<file path="config.mk">
export PLATFORM = sky130hd
export DESIGN_NAME = itr_mod_timer
export DESIGN_NICKNAME = d
export VERILOG_FILES = /design/src/rtl/itr_mod_pkg.sv /design/src/rtl/itr_tick_gen.sv /design/src/rtl/itr_mod_regs.sv /design/src/rtl/itr_mod_counter.sv /design/src/rtl/itr_mod_timer.sv
export SDC_FILE = /design/constraint.sdc
export NUM_CORES = 1
export LEC_CHECK = 0
export BUFFER_PORTS_ARGS = -buffer_cell sky130_fd_sc_hd__buf_2
export CORE_MARGIN = 2
export CORE_UTILIZATION = 45
export DETAILED_ROUTE_END_ITERATION = 8
export PLACE_DENSITY = 0.64
export REMOVE_ABC_BUFFERS = 1
export SLEW_MARGIN = 0
export SYNTH_ARGS = -nofsm -noshare
export SYNTH_HDL_FRONTEND = slang
export SYNTH_SLANG_ARGS = --single-unit
</file>
<file path="constraint.sdc">
create_clock -name clk_i -period 9.9 [get_ports clk_i]
set_input_delay 0.99 -clock clk_i [delete_from_list [all_inputs] [get_ports clk_i]]
set_output_delay 0.99 -clock clk_i [all_outputs]
set_load 0.05 [all_outputs]
</file>
<file path="src/rtl/itr_mod_pkg.sv">
package itr_mod_pkg;
  localparam int unsigned REG_W = 32;

  typedef enum logic [1:0] {
    ADDR_THRESH = 2'd0,
    ADDR_COUNT  = 2'd1,
    ADDR_CTRL   = 2'd2,
    ADDR_RSVD   = 2'd3
  } itr_addr_e;

  localparam int unsigned CB_EN    = 0;
  localparam int unsigned CB_EXT   = 1;
  localparam int unsigned CB_FREE  = 2;
  localparam int unsigned CB_CLR   = 3;
  localparam int unsigned CB_REACH = 4;

  typedef struct packed {
    logic free_run;
    logic ext_sel;
    logic en;
  } itr_ctrl_t;
endpackage

</file>
<file path="src/rtl/itr_tick_gen.sv">
module itr_tick_gen #(
  parameter int unsigned DIV = 250
) (
  input  logic clk_i,
  input  logic rst_ni,
  output logic tick_o
);
  generate
    if (DIV <= 1) begin : g_bypass
      assign tick_o = 1'b1;
    end else begin : g_div
      localparam int unsigned PW = $clog2(DIV);
      localparam logic [PW-1:0] LAST = PW'(DIV - 1);
      logic [PW-1:0] pre_q;

      always_ff @(posedge clk_i or negedge rst_ni) begin
        if (!rst_ni)            pre_q <= '0;
        else if (pre_q == LAST) pre_q <= '0;
        else                    pre_q <= pre_q + 1'b1;
      end

      assign tick_o = (pre_q == LAST);

      // a tick never lasts two cycles when dividing
      a_r4_tick_single: assert property (@(posedge clk_i) disable iff (!rst_ni)
        tick_o |=> !tick_o);
    end
  endgenerate
endmodule

</file>
<file path="src/rtl/itr_mod_regs.sv">
module itr_mod_regs
  import itr_mod_pkg::*;
#(
  parameter int unsigned RW         = REG_W,
  parameter int unsigned THRESH_MAX = 5_000_000,
  parameter int unsigned THRESH_RST = 300
) (
  input  logic          clk_i,
  input  logic          rst_ni,
  input  logic          wr_en_i,
  input  logic [1:0]    addr_i,
  input  logic [RW-1:0] wdata_i,
  output logic [RW-1:0] thresh_o,
  output itr_ctrl_t     ctrl_o,
  output logic          clr_o
);
  localparam logic [RW-1:0] MAX_V = RW'(THRESH_MAX);
  localparam logic [RW-1:0] RST_V = RW'(THRESH_RST);

  logic wr_thr, wr_ctl;
  assign wr_thr = wr_en_i && (addr_i == ADDR_THRESH);
  assign wr_ctl = wr_en_i && (addr_i == ADDR_CTRL);
  assign clr_o  = wr_ctl && wdata_i[CB_CLR];

  always_ff @(posedge clk_i or negedge rst_ni) begin
    if (!rst_ni) begin
      thresh_o <= RST_V;
      ctrl_o   <= '0;
    end else begin
      if (wr_thr) thresh_o <= (wdata_i > MAX_V) ? MAX_V : wdata_i;
      if (wr_ctl) begin
        ctrl_o.en       <= wdata_i[CB_EN];
        ctrl_o.ext_sel  <= wdata_i[CB_EXT];
        ctrl_o.free_run <= wdata_i[CB_FREE];
      end
    end
  end

  // stored threshold never exceeds the ceiling
  a_r2_thresh_ceiling: assert property (@(posedge clk_i) disable iff (!rst_ni)
    thresh_o <= MAX_V);
  // oversize write lands exactly on the ceiling
  a_r2_thresh_sat: assert property (@(posedge clk_i) disable iff (!rst_ni)
    (wr_thr && wdata_i > MAX_V) |=> thresh_o == MAX_V);
endmodule

</file>
<file path="src/rtl/itr_mod_counter.sv">
module itr_mod_counter
  import itr_mod_pkg::*;
#(
  parameter int unsigned RW = REG_W
) (
  input  logic          clk_i,
  input  logic          rst_ni,
  input  logic [RW-1:0] thresh_i,
  input  itr_ctrl_t     ctrl_i,
  input  logic          clr_i,
  input  logic          tick_int_i,
  input  logic          tick_ext_i,
  output logic [RW-1:0] count_o,
  output logic          reach_o,
  output logic          expired_o
);
  logic          tick_sel, at_lim, adv, hit;
  logic [RW:0]   nxt;

  always_comb begin
    tick_sel = ctrl_i.ext_sel ? tick_ext_i : tick_int_i;
    at_lim   = (count_o >= thresh_i);
    adv      = ctrl_i.en && tick_sel && (ctrl_i.free_run || !at_lim);
    nxt      = {1'b0, count_o} + 1'b1;
    hit      = adv && (nxt >= {1'b0, thresh_i});
  end

  always_ff @(posedge clk_i or negedge rst_ni) begin
    if (!rst_ni) begin
      count_o   <= '0;
      reach_o   <= 1'b0;
      expired_o <= 1'b0;
    end else if (clr_i) begin
      count_o   <= '0;
      reach_o   <= 1'b0;
      expired_o <= 1'b0;
    end else begin
      expired_o <= hit;
      if (hit) begin
        count_o <= ctrl_i.free_run ? '0 : thresh_i;
        reach_o <= 1'b1;
      end else if (adv) begin
        count_o <= nxt[RW-1:0];
      end
    end
  end

  // disabled counter holds
  a_r3_disabled_hold: assert property (@(posedge clk_i) disable iff (!rst_ni)
    (!ctrl_i.en && !clr_i) |=> $stable(count_o));
  // one-shot counter parked at threshold stays there
  a_r6_oneshot_hold: assert property (@(posedge clk_i) disable iff (!rst_ni)
    (!ctrl_i.free_run && at_lim && !clr_i) |=> $stable(count_o));
  // expiry pulse is always backed by the sticky flag
  a_r9_pulse_sets_reach: assert property (@(posedge clk_i) disable iff (!rst_ni)
    expired_o |-> reach_o);
  // flag falls only through a clear
  a_r9_reach_sticky: assert property (@(posedge clk_i) disable iff (!rst_ni)
    (reach_o && !clr_i) |=> reach_o);
  // clear wins over everything
  a_r10_clear: assert property (@(posedge clk_i) disable iff (!rst_ni)
    clr_i |=> (count_o == '0 && !reach_o && !expired_o));
  // free-running wrap leaves zero behind the pulse
  a_r7_wrap_zero: assert property (@(posedge clk_i) disable iff (!rst_ni)
    (hit && ctrl_i.free_run && !clr_i) |=> count_o == '0);
endmodule

</file>
<file path="src/rtl/itr_mod_timer.sv">
module itr_mod_timer
  import itr_mod_pkg::*;
#(
  parameter int unsigned CLK_MHZ    = 250,
  parameter int unsigned THRESH_MAX = 5_000_000,
  parameter int unsigned THRESH_RST = 300
) (
  input  logic        clk_i,
  input  logic        rst_ni,
  input  logic        wr_en_i,
  input  logic [1:0]  addr_i,
  input  logic [31:0] wdata_i,
  output logic [31:0] rdata_o,
  input  logic        ext_tick_i,
  output logic        expired_o
);
  localparam int unsigned RW = REG_W;

  logic [RW-1:0] thresh, count;
  itr_ctrl_t     ctrl;
  logic          clr, reach, tick_int;

  itr_tick_gen #(.DIV(CLK_MHZ)) u_tick (
    .clk_i  (clk_i),
    .rst_ni (rst_ni),
    .tick_o (tick_int)
  );

  itr_mod_regs #(
    .RW(RW), .THRESH_MAX(THRESH_MAX), .THRESH_RST(THRESH_RST)
  ) u_regs (
    .clk_i    (clk_i),
    .rst_ni   (rst_ni),
    .wr_en_i  (wr_en_i),
    .addr_i   (addr_i),
    .wdata_i  (wdata_i),
    .thresh_o (thresh),
    .ctrl_o   (ctrl),
    .clr_o    (clr)
  );

  itr_mod_counter #(.RW(RW)) u_cnt (
    .clk_i      (clk_i),
    .rst_ni     (rst_ni),
    .thresh_i   (thresh),
    .ctrl_i     (ctrl),
    .clr_i      (clr),
    .tick_int_i (tick_int),
    .tick_ext_i (ext_tick_i),
    .count_o    (count),
    .reach_o    (reach),
    .expired_o  (expired_o)
  );

  always_comb begin
    rdata_o = '0;
    unique case (addr_i)
      ADDR_THRESH: rdata_o = thresh;
      ADDR_COUNT:  rdata_o = count;
      ADDR_CTRL: begin
        rdata_o[CB_EN]    = ctrl.en;
        rdata_o[CB_EXT]   = ctrl.ext_sel;
        rdata_o[CB_FREE]  = ctrl.free_run;
        rdata_o[CB_REACH] = reach;
      end
      default: rdata_o = '0;
    endcase
  end

  // count port write has no path into the counter
  a_r11_count_ro: assert property (@(posedge clk_i) disable iff (!rst_ni)
    (wr_en_i && addr_i == ADDR_COUNT && !ctrl.en) |=> $stable(count));
endmodule

</file>
==> results.cfg <==
[status]
outcome = finished clean

[setup_path]
cp.required_ps = 10140
crit_path_end = u_cnt.count_o[7]
arrival_ps = 4670
crit_start = u_cnt.count_o[0]
reg2reg_to = u_cnt.count_o[7]
r2r_slack_ps = 5470
start_kind = register
end_kind = register
timing.rr.start = u_cnt.count_o[0]
crit_type = reg2reg
crit_path_max_fanout = 27
worstRegToRegCells = 13

[sta]
clock.fmax_ghz = 0.226
fin_skew_ps = 10.1
rsz0062_at_grt = no
final_hold_viol_count = 0
max-slew-margin-rel = 0.198
tightest_slew_ps = 1200
drv_slew = 0
setup_slack_ps = 5470
setup_violations = 0
fin_crit_sh = 0.448
holdWs_ps = 478
tns_ps = 0
fin_crit_ps = 4430

[power]
powerDensity_nw_per_um2 = 205
leakagePower_nw = 3.26
ir_worst_vdd_mv = 0.104
power_mw = 1.39

[global_routing]
grt_pass1_vias = 5319
grt_max_degree = 78
overflow = 0
grt_use_total = 0.238
antenna_found_initial = 0
grt_pass1_wl_um = 27400

[synth]
syn_inst = 693
yosysUniqueCellTypes = 63
synth_ff_type = dfrtp_1
yosysSeqAreaShare = 0.315
synth_area_leaders = dfrtp_1, ha_1, mux2i_1
synth_top_cell_by_area = dfrtp_1
syn_avg_cell_area_um2 = 8.85
yosysMostFrequentCell = nor2_1
synth_edf_count = 0
synth-async-reset-ratio = 1.00
synth-seq-cells = 77
synth.cell_area_um2 = 6130
ys_warn_count = 0
ys_top_cells_by_count = nor2_1, dfrtp_1, ha_1
synth_top_area_share = 0.298

[floorplan]
die_area_um2 = 14600
start_util = 0.461
coreArea_um2 = 13300
row_count = 42
die_h_um = 121
io_pins = 71
dieWidth_um = 121

[clock_tree]
insertion_delay_ps = 360
cts_hold_buf = 0
post-cts-setup-buffers = 0
cts_max_path_buffers = 2
cts.sink_count = 77
cts_buffers = 9
cts_max_level = 3
ctsResizeCount = 0
clk_pin_slew_worst_paths_ps = 60
cts_root_buf = clkbuf_16
cts_tree = yes

[final_layout]
fin_area_um2 = 6810
antenna_cells = 0
nets = 846
area_delta_synth_final_pct = 11.0
drive_gt1_frac = 0.138
layout.cells.non_filler = 922
fin_util = 0.512
fillers = 1294

[worst_hold_path]
hold_path_class = reg2reg
holdCritStartpoint = u_tick.g_div.pre_q[7]

[routing]
detail-route-antenna-nets = 0
first_iter_violations = 460
wirelength_um = 16600
post-route-drc-count = 0
viasPerCell = 5.80
first_pass_iters = 5
routedWlPerCell_um = 18.0
num_vias = 5347

[place]
post-place-ws_ps = 5600
placement.io_buffers = 70
place_congestion = 0.872
placed_area_um2 = 6550
hpwl_um = 11800
dp.cells = 906

[flow_run]
maxCapViolations = 0
[worst max-delay path: stages, from the launching register on]
cell      delay [ps]
dfrtp_1          460
ha_1             310
and4_1           240
and2_1           280
and3_1           280
nand4_1          130
xnor2_1          170
ha_1             310
nand3_1          110
nor4_1           450
o311ai_0         290
and4b_4          440
nand2b_1         440
a32o_1           400
[sequential cells by signal, indices dropped and copies added (netlist names)]
register	cells
u_cnt.reach_o	1
u_cnt.count_o	32
u_regs.ctrl_o	3
u_cnt.expired_o	1
u_tick.g_div.pre_q	8
u_regs.thresh_o	32
[where the power goes]
| group | switching (mW) | total [mW] | internal (mW) |
|---|---|---|---|
| clock network | 0.137 | 0.306 | 0.169 |
| registers | 0.0892 | 0.455 | 0.366 |
| logic | 0.376 | 0.632 | 0.257 |
| total | 0.602 | 1.39 | 0.791 |
[layer usage]
| metal | vias to the layer above | global-route usage | part of all wire |
|---|---|---|---|
| met3 | 28 | 0.0358 | 0.036 |
| met5 | - | 0 | 0 |
| met4 | 0 | 0.0996 | 0.027 |
| li1 | 2584 | - | - |
| met1 | 2610 | 0.315 | 0.46 |
| met2 | 125 | 0.390 | 0.48 |
[logic make-up after synthesis]
group | Yosys count | synth area share
simple gates | 217 | 0.180
compound gates | 154 | 0.162
buf+inv | 83 | 0.0579
flops | 77 | 0.315
fa+ha+maj | 67 | 0.137
mux | 57 | 0.0937
xor+xnor | 38 | 0.0543
[cell usage in the layout, fill, tap and decap left out, drive strengths merged, types with 5 or more instances in the layout]
master	synthesis	routed
nand2b	5	5
a22oi	7	7
a22o	14	14
mux2i	54	54
nor4	7	7
xor2	16	16
inv	46	46
clkbuf	20	13
nand3	24	24
dfrtp	73	73
xnor2	22	22
ha	67	67
and4	10	10
or2	6	6
nor3	8	8
a31oi	7	7
nand4	14	14
nand2	32	32
buf	17	74
a32o	9	9
a21oi	45	45
and3	9	9
o21ai	45	45
nor2	90	90
[layout make-up]
class                   count  area (um^2)  area share
inverters                  46          173      0.0254
clock buffers              13          240      0.0353
clock inverters             3         15.0     0.00221
multi-input cells         533         3840       0.565
well taps                 176          220      0.0323
repair buffers             74          383      0.0562
flip-flops and latches     77         1930       0.284
[worst min-delay path by stage]
| stage | end | slack [ps] | cells after the start |
|---|---|---|---|
| detailed placement | u_tick.g_div.pre_q[7] | 480 | 1 |
| CTS | u_tick.g_div.pre_q[7] | 480 | 1 |
| global route | u_tick.g_div.pre_q[7] | 520 | 1 |
| floorplan | u_tick.g_div.pre_q[7] | 440 | 1 |
| global placement | u_tick.g_div.pre_q[7] | 450 | 1 |
| finish | u_tick.g_div.pre_q[7] | 480 | 1 |
Power figures use the tool's default switching activity.
